==> src/rtl/radio_msg_dma.sv <==
module radio_msg_dma #(
  parameter int AW = 8,
  parameter int OVS = 8,
  parameter logic [15:0] SYNC = 16'hD391,
  parameter int MAX_LEN = 36,
  parameter logic [AW-1:0] RXA = 8'h80,
  parameter logic [AW-1:0] RXB = 8'hC0
) (
  input  logic          clk,
  input  logic          rst_n,
  input  logic          cmd_valid,
  input  logic [AW-1:0] cmd_ptr,
  output logic          tx_done,
  output logic          busy_err,
  output logic          rx_done,
  output logic [AW-1:0] rx_ptr,
  output logic          mem_req,
  output logic          mem_we,
  output logic [AW-1:0] mem_addr,
  output logic [7:0]    mem_wdata,
  input  logic [7:0]    mem_rdata,
  output logic          tx_en,
  output logic          tx_bit,
  input  logic          rx_in
);
  localparam int PW = $clog2(OVS);
  localparam int LW = $clog2(MAX_LEN + 1);
  localparam logic [PW-1:0] PH_LAST = PW'(OVS - 1);
  localparam logic [PW-1:0] PH_MID = PW'(OVS / 2);

  function automatic logic [LW-1:0] clamp_len(input logic [7:0] b);
    return (b > 8'(MAX_LEN)) ? LW'(MAX_LEN) : b[LW-1:0];
  endfunction

  // transmit state
  logic          tx_act, need, rd_pend, hold_v, first;
  logic [PW-1:0] tph;
  logic [15:0]   tx_sr;
  logic [4:0]    tx_nb;
  logic [7:0]    hold;
  logic [AW-1:0] tx_addr;
  logic [LW-1:0] tx_left;

  // receive state
  logic          rx_s, rx_p, rx_on, rx_first, rx_sel, wr_pend;
  logic [PW-1:0] rcnt;
  logic [15:0]   rx_win;
  logic [7:0]    rx_byte, wr_data;
  logic [2:0]    rx_nb;
  logic [LW-1:0] rx_left;
  logic [AW-1:0] rx_idx, rx_base, wr_addr;

  logic busy, accept, edge_s, strobe, rx_last;
  logic [15:0] win_n;
  logic [7:0]  byte_n;
  logic [LW-1:0] rx_len;

  assign busy    = tx_act | rx_on;
  assign accept  = cmd_valid & ~busy;
  assign edge_s  = rx_s ^ rx_p;
  assign strobe  = ~edge_s & (rcnt == PH_MID);
  assign win_n   = {rx_s, rx_win[15:1]};
  assign byte_n  = {rx_s, rx_byte[7:1]};
  assign rx_len  = clamp_len(byte_n);
  assign rx_last = rx_first ? (rx_len == '0) : (rx_left == LW'(1));

  assign tx_en     = tx_act;
  assign tx_bit    = tx_act & tx_sr[0];
  assign mem_req   = (tx_act & need) | wr_pend;
  assign mem_we    = wr_pend;
  assign mem_addr  = wr_pend ? wr_addr : tx_addr;
  assign mem_wdata = wr_data;

  always_ff @(posedge clk) begin
    if (!rst_n) begin
      tx_act <= 1'b0; need <= 1'b0; rd_pend <= 1'b0; hold_v <= 1'b0;
      first <= 1'b0; tph <= '0; tx_sr <= '0; tx_nb <= '0; hold <= '0;
      tx_addr <= '0; tx_left <= '0; tx_done <= 1'b0; busy_err <= 1'b0;
    end else begin
      tx_done <= 1'b0;
      if (cmd_valid && busy) busy_err <= 1'b1;
      if (accept) begin
        tx_act <= 1'b1; need <= 1'b1; rd_pend <= 1'b0; hold_v <= 1'b0;
        first <= 1'b1; tph <= '0; tx_sr <= SYNC; tx_nb <= 5'd16;
        tx_addr <= cmd_ptr; tx_left <= '0;
      end else if (tx_act) begin
        if (need) begin
          need <= 1'b0;
          rd_pend <= 1'b1;
          tx_addr <= tx_addr + 1'b1;
        end
        if (rd_pend) begin
          rd_pend <= 1'b0;
          hold_v <= 1'b1;
          first <= 1'b0;
          if (first) begin
            hold <= 8'(clamp_len(mem_rdata));
            tx_left <= clamp_len(mem_rdata);
          end else begin
            hold <= mem_rdata;
          end
        end
        tph <= (tph == PH_LAST) ? '0 : tph + 1'b1;
        if (tph == PH_LAST) begin
          if (tx_nb != 5'd1) begin
            tx_sr <= tx_sr >> 1;
            tx_nb <= tx_nb - 1'b1;
          end else if (hold_v) begin
            tx_sr <= {8'h00, hold};
            tx_nb <= 5'd8;
            hold_v <= 1'b0;
            if (tx_left != '0) begin
              need <= 1'b1;
              tx_left <= tx_left - 1'b1;
            end
          end else begin
            tx_act <= 1'b0;
            tx_done <= 1'b1;
          end
        end
      end
    end
  end

  always_ff @(posedge clk) begin
    if (!rst_n) begin
      rx_s <= 1'b0; rx_p <= 1'b0; rcnt <= '0; rx_win <= '0; rx_on <= 1'b0;
      rx_first <= 1'b0; rx_sel <= 1'b0; wr_pend <= 1'b0; rx_byte <= '0;
      wr_data <= '0; rx_nb <= '0; rx_left <= '0; rx_idx <= '0;
      rx_base <= '0; wr_addr <= '0; rx_done <= 1'b0; rx_ptr <= '0;
    end else begin
      rx_s <= rx_in;
      rx_p <= rx_s;
      rcnt <= edge_s ? '0 : ((rcnt == PH_LAST) ? '0 : rcnt + 1'b1);
      rx_done <= 1'b0;
      wr_pend <= 1'b0;
      if (tx_act) begin
        rx_win <= '0;
      end else if (strobe) begin
        if (!rx_on) begin
          if (win_n == SYNC) begin
            rx_on <= 1'b1;
            rx_win <= '0;
            rx_nb <= '0;
            rx_first <= 1'b1;
            rx_idx <= rx_sel ? RXB : RXA;
            rx_base <= rx_sel ? RXB : RXA;
          end else begin
            rx_win <= win_n;
          end
        end else begin
          rx_byte <= byte_n;
          rx_nb <= rx_nb + 1'b1;
          if (rx_nb == 3'd7) begin
            wr_pend <= 1'b1;
            wr_addr <= rx_idx;
            rx_idx <= rx_idx + 1'b1;
            rx_first <= 1'b0;
            wr_data <= rx_first ? 8'(rx_len) : byte_n;
            rx_left <= rx_first ? rx_len : rx_left - 1'b1;
            if (rx_last) begin
              rx_on <= 1'b0;
              rx_done <= 1'b1;
              rx_ptr <= rx_base;
              rx_sel <= ~rx_sel;
            end
          end
        end
      end
    end
  end
endmodule

==> config.mk <==
export PLATFORM = sky130hd
export DESIGN_NAME = radio_msg_dma
export DESIGN_NICKNAME = d
export VERILOG_FILES = /design/src/rtl/radio_msg_dma.sv
export SDC_FILE = /design/constraint.sdc
export NUM_CORES = 1
export LEC_CHECK = 0
export ABC_AREA = 1
export ABC_CLOCK_PERIOD_IN_PS = 3400
export CORE_ASPECT_RATIO = 1.5
export CORE_MARGIN = 2
export CORE_UTILIZATION = 55
export DETAILED_ROUTE_END_ITERATION = 10
export PLACE_DENSITY = 0.74
export SYNTH_ARGS = -nofsm -noshare
export SYNTH_HDL_FRONTEND = slang
export SYNTH_SLANG_ARGS = --single-unit
==> constraint.sdc <==
create_clock -name clk -period 3.4 [get_ports clk]
set_clock_uncertainty 0.15 [all_clocks]
set_input_delay 0.68 -clock clk [delete_from_list [all_inputs] [get_ports clk]]
set_output_delay 0.68 -clock clk [all_outputs]
set_load 0.03 [all_outputs]
==> results.tsv <==
metric	value	unit
status	complete, no violations	
Total Negative Setup Slacks	0	ns
critical path fanouts, max	18	
Slew @ Worst Pin	0.562	ns
clk slew on worst S/H paths	0.05	ns
Final Hold Viols	0	
Setup crit start kind	flop	
global route overflow	0	
Final #Nets	875	
Port Buf Inserts	44	
reg-to-reg slack, setup	1.07	ns
initial core utilization	56.8	%
share of cells above drive strength 1	7.62	%
Hold Crit Class	reg -> reg	
most common cell in the netlist	nand2_1	
# Post-CTS Setup Buffers	0	
fin cells	970	
final wirelength	13900	um
Mapped Cells	802	
vias in the first global route	5285	
nature of the critical path endpoint	primary output	
FF+latch area	2440	um^2
final cycle utilization of the critical path	82.2	%
CTS Hold Bufs	0	
Unique masters post-synth	41	
hold path cells	1	
Worst Hold Path EP	rcnt[0]	
dpl hpwl	9720	um
Synth area leaders	dfxtp_1, nand2_1, a21oi_1	
CP Class	reg -> out	
DR iter-0 viols	340	
TritonCTS sink count	122	
hold_ws	0.292	ns
Std-Cell Rows	45	
clock buffer count from CTS	17	
via/cell ratio	5.50	
dpl cell area	6200	um^2
placed cell count	938	
Syn Area/Cell	7.18	um^2
worst flop-to-flop path endpoint	hold_v	
sequential area share after synthesis	42.4	%
cell area power density	512	nW/um^2
CP Cell Sequence	nand2_1 -> o21ai_0 -> clkdlybuf4s50_1	
Leak Pwr	2.75	nW
Die W	87.5	um
Placer Congestion	0.843	
FFs w/ async S/R, synth	0	%
clock period minus worst slack	2.80	ns
CTS max path bufs	2	
core area	10100	um^2
Final Cell Area	6780	um^2
TritonRoute pass-1 iters	5	
Layout area overhead	17.8	%
# resized after CTS	0	
EDFF count, synth	0	
Ys Warns	0	
total of max-cap violations	0	
Largest stage delay, worst path	0.72	ns
Max IR drop VDD	0.000375	V
largest net degree at the start of global routing	44	
Root Driver	clkbuf_16	
final setup fails	0	
Synth top area share	42.4	%
Fmax	358	MHz
Hold Startpoint	rcnt[0]	
r2r startpoint	tx_en	
DRC	0	
fin. max-slew vios	0	
#FFs+latches synth	122	
slowest stage cell on the critical path	clkdlybuf4s50_1	
die height	129	um
Max transition margin	62.5	%
GRT Util Overall	26.0	%
first-pass GRT wire length	23500	um
full die area	11300	um^2
RSZ-0062 raised after global routing	false	
synthesized cell area	5760	um^2
Core Util, Final	66.9	%
routed len/inst	14.3	um
Top Ports	51	
routed vias	5337	
initial antenna violation count	0	
CTS tree	yes	
post-synth top area cell	dfxtp_1	
multi-input gate area in the final layout	2800	um^2
synth cell count leaders	nand2_1, dfxtp_1, a21oi_1	
Reg2Reg Depth	7	
# H-tree levels	4	
Final ANT Viol Nets	0	
number of diodes	0	
worst endpoint required time	2.57	ns
Filler Cells Inserted	883	
Data arrival, critical path	1.97	ns
Post-synth top flop	dfxtp_1	
Clock Latency Late Sink	0.42	ns
-- power breakdown --
part | switching, mW | leakage, nW | internal, mW
clock network | 0.653 | 0.279 | 1.11
registers | 0.0203 | 0.989 | 1.46
logic | 0.146 | 1.48 | 0.0819
-- critical path: cells and delay by family, from the launching register on --
family	cells	cell delay (ns)
compound gates	1	0.12
buf+inv	1	0.72
flops	1	0.62
simple gates	1	0.09
-- placed cells by master, fill, tap and decap left out, types with 3 or more instances in the layout --
cell type        Yosys  final
inv_1               76     76
nand2_1            192    192
nor3_1               7      7
a311oi_1             3      3
o21ai_0             70     70
nand3_1             45     45
xor2_1               8      8
buf_4                8      7
a21oi_1             90     90
a31oi_1             12     12
clkinvlp_4           0      3
clkdlybuf4s50_1      0     44
nor2_1              73     73
clkbuf_16            0     17
xnor2_1              3      3
ha_1                15     15
dfxtp_1            122    122
nand2_2              4      4
nor2_4               5      5
nand4_1              5      5
clkinv_2             0      4
conb_1               1      6
o211ai_1             4      4
inv_2                7      7
-- cells by family after synthesis --
group	count (synthesis)	share of synthesized area, %
AND/OR/NAND/NOR	340	25.3
flip-flops	122	42.4
buffers and inverters	122	9.32
AO/OA/AOI/OAI	191	17.9
adder cells (fa/ha/maj)	15	3.26
XOR/XNOR	11	1.67
other	1	0.0651
-- state kept, by name, indices dropped and copies added, names as in the netlist, 2 cells and up --
signal	cells
rx_byte	7
tph	3
tx_nb	5
rx_win	15
mem_wdata	8
rx_ptr	2
hold	8
tx_addr	8
rcnt	3
rx_left	6
tx_sr	16
rx_idx	8
wr_addr	8
rx_base	2
rx_nb	3
tx_left	6
-- final cells by class --
class                      count  area share (%)
tap                          117            2.16
sequential                   122            36.0
timing repair buffer          51            7.27
clock inverter                11            1.77
multi-input combinational    563            41.3
inverter                      85            4.74
clock buffer                  21            6.79
-- worst max-delay path by stage --
stage	start	end	slack, ns	cells past startpoint
6_report	mem_we	mem_addr[5]	0.60	3
5_1_grt	mem_we	mem_addr[5]	0.45	3
4_1_cts	mem_we	mem_addr[5]	0.59	3
3_5_place_dp	cmd_valid	hold_v	0.71	6
3_3_place_gp	cmd_valid	hold_v	0.76	6
2_1_floorplan	mem_we	mem_addr[5]	1.18	2
-- metrics by stage --
step | setup WS (ns) | total power [mW]
final | 0.604 | 3.47
after global routing | 0.449 | 3.59
after CTS | 0.590 | 3.48
after detailed placement | 0.705 | 1.74
after global placement | 0.757 | 1.73
after floorplan | 1.18 | 1.66
-- metal layers --
| metal | global-route usage (%) | part of all wire (%) |
|---|---|---|
| met1 | 28.6 | 40 |
| met2 | 47.1 | 54 |
| met3 | 5.54 | 3.3 |
| met4 | 11.9 | 2.6 |
| met5 | 0 | 0 |
(Power assumes the default switching activity.)
